**src/rtl/prio_intc_pkg.sv**
```systemverilog
package prio_intc_pkg;
    localparam int SRC_N      = 64;
    localparam int NUM_W      = $clog2(SRC_N);
    localparam int DEST_N     = 8;
    localparam int DEST_W     = $clog2(DEST_N);
    localparam int BUS_W      = 32;
    localparam int LANES      = BUS_W / 8;
    localparam int CTL_WORDS  = SRC_N / LANES;
    localparam int CTL_WORD_W = $clog2(CTL_WORDS);
    localparam int STAT_WORDS = SRC_N / BUS_W;
    localparam int CFG_W      = NUM_W + 1;

    localparam int BIT_EN   = 3;
    localparam int BIT_RISE = 5;
    localparam int BIT_FALL = 6;

    localparam logic [NUM_W-1:0] IDLE_NUM = NUM_W'(SRC_N - 1);

    typedef logic [7:0] ctl_byte_t;
endpackage

```
**src/rtl/intc_src_bank.sv**
```systemverilog
module intc_src_bank
    import prio_intc_pkg::*;
(
    input  logic                           clk,
    input  logic                           rst_n,
    input  logic [SRC_N-1:0]               src_i,
    input  logic                           ctl_we,
    input  logic [CTL_WORD_W-1:0]          ctl_word,
    input  logic [LANES-1:0]               be,
    input  logic [BUS_W-1:0]               wdata,
    input  logic [STAT_WORDS-1:0]          stat_we,
    output logic [SRC_N-1:0][7:0]          ctl_o,
    output logic [SRC_N-1:0]               stat_o,
    output logic [SRC_N-1:0]               pend_o
);
    typedef struct packed {
        logic [SRC_N-1:0]      lvl;
        logic [SRC_N-1:0]      evt;
        logic [SRC_N-1:0][7:0] ctl;
    } bank_t;

    bank_t s_q, s_d;
    logic [SRC_N-1:0] set_v, clr_v, edge_m;

    always_comb begin
        s_d     = s_q;
        s_d.lvl = src_i;
        for (int i = 0; i < SRC_N; i++) begin
            edge_m[i] = s_q.ctl[i][BIT_RISE] | s_q.ctl[i][BIT_FALL];
            set_v[i]  = (s_q.ctl[i][BIT_RISE] &  src_i[i] & ~s_q.lvl[i])
                      | (s_q.ctl[i][BIT_FALL] & ~src_i[i] &  s_q.lvl[i]);
            clr_v[i]  = stat_we[i / BUS_W] & be[(i % BUS_W) / 8] & wdata[i % BUS_W];
            s_d.evt[i] = edge_m[i] & (set_v[i] | (s_q.evt[i] & ~clr_v[i]));
            stat_o[i]  = edge_m[i] ? s_q.evt[i] : s_q.lvl[i];
            pend_o[i]  = stat_o[i] & s_q.ctl[i][BIT_EN];
        end
        if (ctl_we) begin
            for (int b = 0; b < LANES; b++) begin
                if (be[b]) begin
                    s_d.ctl[int'(ctl_word) * LANES + b] = wdata[8*b +: 8];
                end
            end
        end
    end

    always_ff @(posedge clk or negedge rst_n) begin
        if (!rst_n) s_q <= '0;
        else        s_q <= s_d;
    end

    assign ctl_o = s_q.ctl;

    // a detected edge is latched at the next edge
    a_r3_edge_capture: assert property (@(posedge clk) disable iff (!rst_n)
        1'b1 |=> ((s_q.evt & $past(set_v)) == $past(set_v)));

    // a one written without a coincident edge clears the latch
    a_r4_w1c_clear: assert property (@(posedge clk) disable iff (!rst_n)
        1'b1 |=> ((s_q.evt & $past(clr_v & ~set_v)) == '0));
endmodule

```
**src/rtl/intc_arbiter.sv**
```systemverilog
module intc_arbiter
    import prio_intc_pkg::*;
(
    input  logic              clk,
    input  logic              rst_n,
    input  logic [SRC_N-1:0]  pend_i,
    input  logic              take_i,
    input  logic              cfg_we,
    input  logic [CFG_W-1:0]  cfg_wdata,
    output logic [CFG_W-1:0]  cfg_o,
    output logic              found_o,
    output logic [NUM_W-1:0]  num_o
);
    typedef struct packed {
        logic             rot;
        logic [NUM_W-1:0] last;
    } arb_t;

    arb_t s_q, s_d;
    logic [NUM_W-1:0] start, idx, win;
    logic             hit;

    always_comb begin
        start = s_q.rot ? s_q.last + 1'b1 : '0;
        hit   = 1'b0;
        win   = IDLE_NUM;
        idx   = '0;
        for (int i = SRC_N - 1; i >= 0; i--) begin
            idx = start + NUM_W'(i);
            if (pend_i[idx]) begin
                hit = 1'b1;
                win = idx;
            end
        end
        s_d = s_q;
        if (cfg_we) begin
            s_d.rot  = cfg_wdata[NUM_W];
            s_d.last = cfg_wdata[NUM_W-1:0];
        end else if (take_i && hit) begin
            s_d.last = win;
        end
    end

    always_ff @(posedge clk or negedge rst_n) begin
        if (!rst_n) s_q <= '0;
        else        s_q <= s_d;
    end

    assign found_o = hit;
    assign num_o   = win;
    assign cfg_o   = {s_q.rot, s_q.last};

    // a read with a winner records that winner
    a_r8_ptr_update: assert property (@(posedge clk) disable iff (!rst_n)
        (take_i && found_o && !cfg_we) |=> (cfg_o[NUM_W-1:0] == $past(num_o)));

    // a reported winner is always a pending source
    a_r7_winner_pending: assert property (@(posedge clk) disable iff (!rst_n)
        found_o |-> pend_i[num_o]);
endmodule

```
**src/rtl/intc_router.sv**
```systemverilog
module intc_router
    import prio_intc_pkg::*;
(
    input  logic [SRC_N-1:0]              pend_i,
    input  logic [SRC_N-1:0][DEST_W-1:0]  dest_i,
    output logic [DEST_N-1:0][SRC_N-1:0]  route_o,
    output logic [DEST_N-1:0]             req_o
);
    for (genvar d = 0; d < DEST_N; d++) begin : g_dest
        always_comb begin
            for (int i = 0; i < SRC_N; i++) begin
                route_o[d][i] = pend_i[i] & (dest_i[i] == DEST_W'(d));
            end
        end
        assign req_o[d] = |route_o[d];
    end
endmodule

```
**src/rtl/prio_intc.sv**
```systemverilog
module prio_intc
    import prio_intc_pkg::*;
(
    input  logic              clk,
    input  logic              rst_n,
    input  logic              bus_wr,
    input  logic              bus_rd,
    input  logic [7:0]        bus_addr,
    input  logic [3:0]        bus_be,
    input  logic [31:0]       bus_wdata,
    output logic [31:0]       bus_rdata,
    input  logic [63:0]       src_i,
    output logic              irq_o,
    output logic              fiq_o,
    output logic [5:0]        aux_o
);
    localparam int ARB_N = 2;

    logic [SRC_N-1:0][7:0]        ctl;
    logic [SRC_N-1:0][DEST_W-1:0] dest;
    logic [SRC_N-1:0]             stat, pend;
    logic [DEST_N-1:0][SRC_N-1:0] route;
    logic [DEST_N-1:0]            req;
    logic                         aligned, ctl_sel;
    logic [STAT_WORDS-1:0]        stat_sel;
    logic [ARB_N-1:0]             num_sel, cfg_sel, found;
    logic [ARB_N-1:0][CFG_W-1:0]  cfg;
    logic [ARB_N-1:0][NUM_W-1:0]  num;

    always_comb begin
        aligned = (bus_addr[1:0] == 2'b00);
        ctl_sel = aligned && (bus_addr[7:6] == 2'b01);
        for (int w = 0; w < STAT_WORDS; w++) begin
            stat_sel[w] = aligned && (bus_addr[7:2] == 6'(8'h80 / 4 + w));
        end
        for (int a = 0; a < ARB_N; a++) begin
            num_sel[a] = aligned && (bus_addr[7:2] == 6'(a));
            cfg_sel[a] = aligned && (bus_addr[7:2] == 6'(8'h20 / 4 + a));
        end
        for (int i = 0; i < SRC_N; i++) dest[i] = ctl[i][DEST_W-1:0];
    end

    intc_src_bank u_bank (
        .clk     (clk),
        .rst_n   (rst_n),
        .src_i   (src_i),
        .ctl_we  (bus_wr && ctl_sel),
        .ctl_word(bus_addr[CTL_WORD_W+1:2]),
        .be      (bus_be),
        .wdata   (bus_wdata),
        .stat_we (stat_sel & {STAT_WORDS{bus_wr}}),
        .ctl_o   (ctl),
        .stat_o  (stat),
        .pend_o  (pend)
    );

    intc_router u_router (
        .pend_i (pend),
        .dest_i (dest),
        .route_o(route),
        .req_o  (req)
    );

    for (genvar a = 0; a < ARB_N; a++) begin : g_arb
        intc_arbiter u_arb (
            .clk      (clk),
            .rst_n    (rst_n),
            .pend_i   (route[a]),
            .take_i   (bus_rd && num_sel[a]),
            .cfg_we   (bus_wr && cfg_sel[a] && bus_be[0]),
            .cfg_wdata(bus_wdata[CFG_W-1:0]),
            .cfg_o    (cfg[a]),
            .found_o  (found[a]),
            .num_o    (num[a])
        );
    end

    always_comb begin
        bus_rdata = '0;
        for (int a = 0; a < ARB_N; a++) begin
            if (num_sel[a]) bus_rdata = 32'(num[a]);
            if (cfg_sel[a]) bus_rdata = 32'(cfg[a]);
        end
        for (int w = 0; w < STAT_WORDS; w++) begin
            if (stat_sel[w]) bus_rdata = stat[BUS_W*w +: BUS_W];
        end
        if (ctl_sel) begin
            for (int b = 0; b < LANES; b++) begin
                bus_rdata[8*b +: 8] = ctl[int'(bus_addr[CTL_WORD_W+1:2]) * LANES + b];
            end
        end
    end

    assign irq_o = req[0];
    assign fiq_o = req[1];
    assign aux_o = req[DEST_N-1:2];

    // the IRQ line agrees with the IRQ arbiter
    a_r6_irq_matches: assert property (@(posedge clk) disable iff (!rst_n)
        irq_o == found[0]);

    // with no IRQ request the number register holds the idle value
    a_r5_idle_63: assert property (@(posedge clk) disable iff (!rst_n)
        !irq_o |-> (num[0] == IDLE_NUM));
endmodule

```
**config.mk**
```make
export PLATFORM = sky130hd
export DESIGN_NAME = prio_intc
export DESIGN_NICKNAME = d
export VERILOG_FILES = /design/src/rtl/prio_intc_pkg.sv /design/src/rtl/intc_src_bank.sv /design/src/rtl/intc_arbiter.sv /design/src/rtl/intc_router.sv /design/src/rtl/prio_intc.sv
export SDC_FILE = /design/constraint.sdc
export NUM_CORES = 2
export LEC_CHECK = 0
export ABC_AREA = 1
export CAP_MARGIN = 20
export CORE_MARGIN = 2
export CORE_UTILIZATION = 31
export DETAILED_ROUTE_END_ITERATION = 12
export DONT_BUFFER_PORTS = 1
export PLACE_DENSITY = 0.51
export SYNTH_ARGS = -nofsm -noshare
export SYNTH_HDL_FRONTEND = slang
export SYNTH_SLANG_ARGS = --single-unit
```
**constraint.sdc**
```tcl
create_clock -name clk -period 26.9 [get_ports clk]
set_input_delay 4.035 -clock clk [delete_from_list [all_inputs] [get_ports clk]]
set_output_delay 4.035 -clock clk [all_outputs]
set_load 0.01 [all_outputs]
```
Yosys cells after proc, flatten, opt, wreduce, memory -nomap -nowiden
Index checks and enable logic that the tools add are counted.
Widths: inputs -> output; s select.
{"block": "word_totals", "ff_bits": 654, "elab_cells": 2923, "in_bits": 112}
{"block": "op_classes", "bitwise_logic": 1417, "n_lt_le_gt_ge": 136, "eq_ne": 454, "addsub": 131, "reduce_logical": 96, "muxes": 619}
{"op": "$mux 512", "n": 7}
{"op": "$bwmux 512", "n": 4}
{"op": "$and 1x1->1", "n": 1032}
{"op": "$lt 6x7->1 const B", "n": 129}
{"op": "$mux 6", "n": 135}
{"op": "$bmux 1 s6", "n": 128}
{"op": "$eq 3x3->1 const B", "n": 256}
{"op": "$reduce_or 64->1", "n": 8}
{"op": "$add 6x6->6 const B", "n": 64}
{"op": "$eq 3x2->1 const B", "n": 128}
{"op": "$mux 1", "n": 320}
{"op": "$add 6x5->6 const B", "n": 32}
{"op": "$eq 3x1->1 const B", "n": 64}
{"op": "$logic_not 3->1", "n": 64}
{"op": "$mux 32", "n": 6}
{"op": "$not 1->1", "n": 192}
{"op": "$or 1x1->1", "n": 192}
{"op": "$bmux 8 s6", "n": 3}
{"op": "$demux 8 s6", "n": 3}
{"op": "$add 6x4->6 const B", "n": 16}
{"op": "$ge 32x1->1 const B", "n": 3}
{"op": "$lt 32x8->1 const B", "n": 3}
{"op": "$mux 8", "n": 11}
{"op": "$add 6x3->6 const B", "n": 8}
{"op": "other kinds (16)", "n": 45}

Logic depth before layout (Yosys ltp)
{"block": "depth", "depth_word": 77, "mapped_depth": 102, "mapped_depth_nobuf": 96}

Cells and area by module
Synthesis repeated with hierarchy kept, for this count alone.
{"block": "unflattened", "hier_cells": 11862, "hier_area_um2": 66764.0}
{"mod": "intc_src_bank", "cells_per_inst": 3885, "instances": 1, "area_each_um2": 31231.2}
{"mod": "intc_arbiter", "cells_per_inst": 2358, "instances": 2, "area_each_um2": 11248.3}
{"mod": "intc_router", "cells_per_inst": 1906, "instances": 1, "area_each_um2": 7392.1}
{"mod": "prio_intc", "cells_per_inst": 1355, "instances": 1, "area_each_um2": 5644.2}

Worst setup path before layout
OpenSTA, ideal clock, no wires.
{"block": "synth_path", "kind": "register to output", "start": "reg g_arb[0].u_arb.s_q (netlist bit g_arb[0].u_arb.cfg_o[6])", "end": "out bus_rdata[3]", "stages_incl_launch_ff": 103, "path_buffers": 9, "t_arrival_ns": 7.459, "slack_ns": 15.406, "cell_sequence": "dfrtp_1 -> buf_4 -> inv_2 -> nor2_4 -> inv_2 -> buf_4 -> buf_2 -> clkbuf_1 -> clkbuf_1 -> clkbuf_1 -> clkbuf_1 -> ha_1 -> inv_1 -> clkbuf_1 -> clkbuf_1 -> nand3_1 -> nand3_1 -> o21a_1 -> [... 67 more ...] -> nand2_1 -> nand2_1 -> nand2_1 -> nand2_1 -> nand2_1 -> nand2_1 -> nand2_1 -> nand2_1 -> nand2_1 -> nand2_1 -> nand2_1 -> nand2_1 -> nand2_1 -> nand2_1 -> nand3_1 -> nand4_1 -> nand2_1 -> nand3_1"}
{"block": "synth_via", "elab_chain_cells": 75}
{"item": "start: declaration", "line_no": "intc_arbiter.sv:19", "text": "arb_t s_q, s_d;"}
{"item": "start signal: assignment", "line_no": "intc_arbiter.sv:45", "text": "if (!rst_n) s_q <= '0;"}
{"item": "start signal: assignment", "line_no": "intc_arbiter.sv:46", "text": "else s_q <= s_d;"}
{"item": "$mux 6 (*)", "line_no": "intc_arbiter.sv:24", "text": "start = s_q.rot ? s_q.last + 1'b1 : '0;"}
{"item": "$add 6x6->6", "line_no": "intc_arbiter.sv:29", "text": "idx = start + NUM_W'(i);"}
{"item": "$bmux 1 s6", "line_no": "intc_arbiter.sv:30", "text": "if (pend_i[idx]) begin"}
{"item": "$mux 1 (implied by the code)", "line_no": "intc_arbiter.sv:30"}
{"item": "$mux 6 (63 in a row)", "line_no": "intc_arbiter.sv:30"}
{"item": "$mux 6 (*)", "line_no": "intc_arbiter.sv:30"}
{"item": "$mux 6 (*)", "line_no": "prio_intc.sv:81", "text": "if (num_sel[a]) bus_rdata = 32'(num[a]);"}
{"item": "$mux 32 (*)", "line_no": "prio_intc.sv:82", "text": "if (cfg_sel[a]) bus_rdata = 32'(cfg[a]);"}
{"item": "$mux 32 (*)", "line_no": "prio_intc.sv:81"}
{"item": "$mux 32 (*)", "line_no": "prio_intc.sv:82"}
{"item": "$mux 32 (*) (2 in a row)", "line_no": "prio_intc.sv:85", "text": "if (stat_sel[w]) bus_rdata = stat[BUS_W*w +: BUS_W];"}
{"item": "$mux 32 (*)", "line_no": "prio_intc.sv:87", "text": "if (ctl_sel) begin"}
{"item": "end: declaration", "line_no": "prio_intc.sv:11", "text": "output logic [31:0] bus_rdata,"}
Mark *: on every way between the ends. The rest lies on a longest branch, timed or not. The select of a mux whose other input is x is not followed.

Worst setup path in the final report
{"block": "layout_path", "start": "reg g_arb[0].u_arb.s_q (netlist bit g_arb[0].u_arb.cfg_o[0])", "end": "out bus_rdata[5]"}
{"block": "layout_via", "elab_chain_cells": 76}
{"item": "$add 6x1->6 (*)", "line_no": "intc_arbiter.sv:24"}
{"item": "$mux 6 (*)", "line_no": "intc_arbiter.sv:24"}
{"item": "$add 6x6->6", "line_no": "intc_arbiter.sv:29"}
{"item": "$bmux 1 s6", "line_no": "intc_arbiter.sv:30"}
{"item": "$mux 1 (implied by the code)", "line_no": "intc_arbiter.sv:30"}
{"item": "$mux 6 (63 in a row)", "line_no": "intc_arbiter.sv:30"}
{"item": "$mux 6 (*)", "line_no": "intc_arbiter.sv:30"}
{"item": "$mux 6 (*)", "line_no": "prio_intc.sv:81"}
{"item": "$mux 32 (*)", "line_no": "prio_intc.sv:82"}
{"item": "$mux 32 (*)", "line_no": "prio_intc.sv:81"}
{"item": "$mux 32 (*)", "line_no": "prio_intc.sv:82"}
{"item": "$mux 32 (*) (2 in a row)", "line_no": "prio_intc.sv:85"}
{"item": "$mux 32 (*)", "line_no": "prio_intc.sv:87"}
Marks and branches as above.

==> metrics <==
status finished, violations left; failing checks max-slew violations; gr usage total 43.8%; CTS tree built; Power Dens Cells 138 nW/um2; TNS Setup 0 ns; port buffer count 0; NetSw 0.00528 W; DRT iter0 DRCs 10300; Final Hold Violating Endpoints 0; max cap viols 0; clock root buffer clkbuf_16; post-synth cell types 60; Final ANT Viol Nets 0; area leader, netlist dfrtp_1; share of the synthesized area in the top cell type 29.3%; Slew Limit Fails 254; Clock Power Share 13.9%; flops & latches, synth 654; clock transition at the registers of the reported paths 0.06 ns; RSZ-0062 raised after global routing false; Seq/Total Area, Yosys 29.3%; Slew headroom -74.5%; P_leak 29.2 nW; DR WL/cell 35.9 um; Clk Latency, worst-skew pair 0.78 ns; Sw Ratio 62.1%; initial antenna violation count 38; H-tree levels 3; Period Utilization, post-route 59.9%; Fmax 0.0621 GHz; Routed WL 416 mm; DP Wirelength 332 mm; Final Wtd Congestion 1.14; hold_ws 0.483 ns; Tmin final 16.10 ns; Post-synth EDFFs 0; worst path arrival time 12.07 ns; post-CTS setup buffer count 0; Final Skew 0.0460 ns; TritonCTS Buffers 81; Clock Path Buffers 3; crit start category flop; Congestion Overflow GR 0; Syn. warnings 0; share of layout cells above drive strength 1 4.82%; largest net degree at the start of global routing 655; Largest stage delay, worst path 0.64 ns; cts hold-fix bufs 0; DRC violations left 0; num rows 155; die area 183000 um2; Core Area 179000 um2; CP Data Required Time 22.86 ns; syn_area_per_cell 6.02 um2; Top cell by count, worst path nand2_1; top_reg_cell synth dfrtp_1; critical path capture point type output pin; Internal 0.00322 W; CP Class flop to output pin; Area contributors post-synth dfrtp_1 (29%), nand2_1 (21%), o21ai_0 (9.4%); Post-Syn Instances 9278; # nets final 9296; DR pass1 iterations 9; post-synth net total 9424; part of the power in registers 12.4%; Vias/cell 6.08; vias in the first global route 63500; IO Pins 152; power share of the combinational group 73.6%; crit path max fanout 39; Layout area overhead 10.4%; clk sink count 654; Cell Area, Synth 55800 um2; Slowest-stage cell, CP inv_1; Hold Crit Class flop to flop; final setup fails 0; Die X 428 um; worst-margin pin slew 2.62 ns; DR vias 70400; asr flop ratio synth 100%; Initial Utilization 31.2%; maximum VDD drop 0.0000823 V; height of the die 428 um; Resized Gates After CTS 0; first-pass GRT wire length 555 mm
==> cell type report <==
cell class,instances,area [um2]
antenna,24,60.1
clock buffer,113,2340
clock inverter,29,429
fill,20000,117000
inverter,1095,4110
multi-input combinational,7130,33800
sequential,654,16400
tap,2355,2950
timing repair buffer,188,1530
==> cell usage after synthesis, drive strengths merged, types with 8 or more instances <==
master,count
nor4,62
nand3,777
a31oi,60
dfrtp,654
o211ai,27
o21ai,1122
or2,39
xnor2,33
clkbuf,283
o21a,66
clkinv,14
buf,116
a22o,25
a22oi,44
a2111oi,17
a221oi,15
o41ai,8
o2111ai,22
o22ai,179
nor2,583
ha,34
o221ai,9
nand2,3123
xor2,66
o32ai,42
inv,1081
a21oi,430
nand4,258
nor3,55
==> power by group through the flow <==
stage | combinational, W | clock [W] | sequential, W
after global routing | 0.00670 | 0.00123 | 0.00106
after detailed placement | 0.00600 | 0 | 0.00107
after CTS | 0.00602 | 0.00119 | 0.00105
final | 0.00625 | 0.00118 | 0.00106
after global placement | 0.00608 | 0 | 0.00107
after floorplan | 0.00374 | 0 | 0.00106
==> kinds of logic after synthesis <==
family | count (synthesis) | synth area share [%]
xor gates and xnor gates | 99 | 1.71
muxes | 6 | 0.108
adders and majority gates | 34 | 0.762
buffers and inverters | 1494 | 10.4
AOI/OAI and AO/OA | 2085 | 21.0
and+or+nand+nor | 4906 | 36.8
DFF | 654 | 29.3
==> flip-flops by register name, indices dropped and copies added, names as in the netlist <==
name	flops
u_bank.s_q	128
g_arb.u_arb.cfg_o	14
u_bank.ctl_o	512
==> path summary, 6_finish.rpt <==
check                                   startpoint  cells past startpoint  slack (ns)                 endpoint
hold / removal                   u_bank.ctl_o[252]                      2        0.48        u_bank.ctl_o[252]
min in group asynchronous                    rst_n                      0        3.00          u_bank.s_q[531]
setup / recovery           g_arb[0].u_arb.cfg_o[0]                     83       10.80             bus_rdata[5]
hold reg to reg                  u_bank.ctl_o[252]                      2        0.48        u_bank.ctl_o[252]
setup reg to reg           g_arb[0].u_arb.cfg_o[0]                     81       16.33  g_arb[0].u_arb.cfg_o[5]
max in group asynchronous                    rst_n                      0       21.82        u_bank.ctl_o[330]
==> layout by cell type, fill, tap and decap left out, types with 60 or more instances in the layout <==
master,netlist,final
o21a_1,66,66
nand3_1,769,768
nand2_1,3116,3111
nor2_1,576,563
a21oi_1,429,429
o21ai_1,64,70
o22ai_1,179,179
buf_4,23,171
clkbuf_16,0,82
dfrtp_1,654,654
nor4_1,62,60
nand4_1,258,258
inv_1,1057,1052
o21ai_0,1050,1044
a31oi_1,60,60
==> per-stage QoR <==
step	util [%]	instance area [um2]	setup WS, ns	power, W	std cells
4_1_cts	34.4	61500	11.03	0.00827	11600
6_report	34.5	61600	10.80	0.00849	11600
3_3_place_gp	32.8	58500	11.73	0.00715	11400
5_1_grt	34.5	61600	10.23	0.00899	11600
2_1_floorplan	-	55800	15.41	0.00480	9278
3_5_place_dp	32.9	58700	11.85	0.00707	11400
==> metal layers <==
layer / global-route usage (%) / up-vias / share of wire [%]
met2: 66.6 / 4546 / 43
met3: 9.68 / 1033 / 9.4
li1: - / 30600 / -
met4: 31.0 / 18 / 8.5
met1: 54.9 / 34300 / 39
met5: 0 / - / 0.042
==> critical path: cells and delay by family, from the launching register on <==
| kind | cells | cell delay, ns |
|---|---|---|
| adder cells (fa/ha/maj) | 2 | 0.69 |
| buffers and inverters | 4 | 2.10 |
| flip-flops | 1 | 0.46 |
| AO/OA/AOI/OAI | 9 | 1.34 |
| AND/OR/NAND/NOR | 68 | 6.60 |
Note: power is estimated with default switching activity, not from simulation.
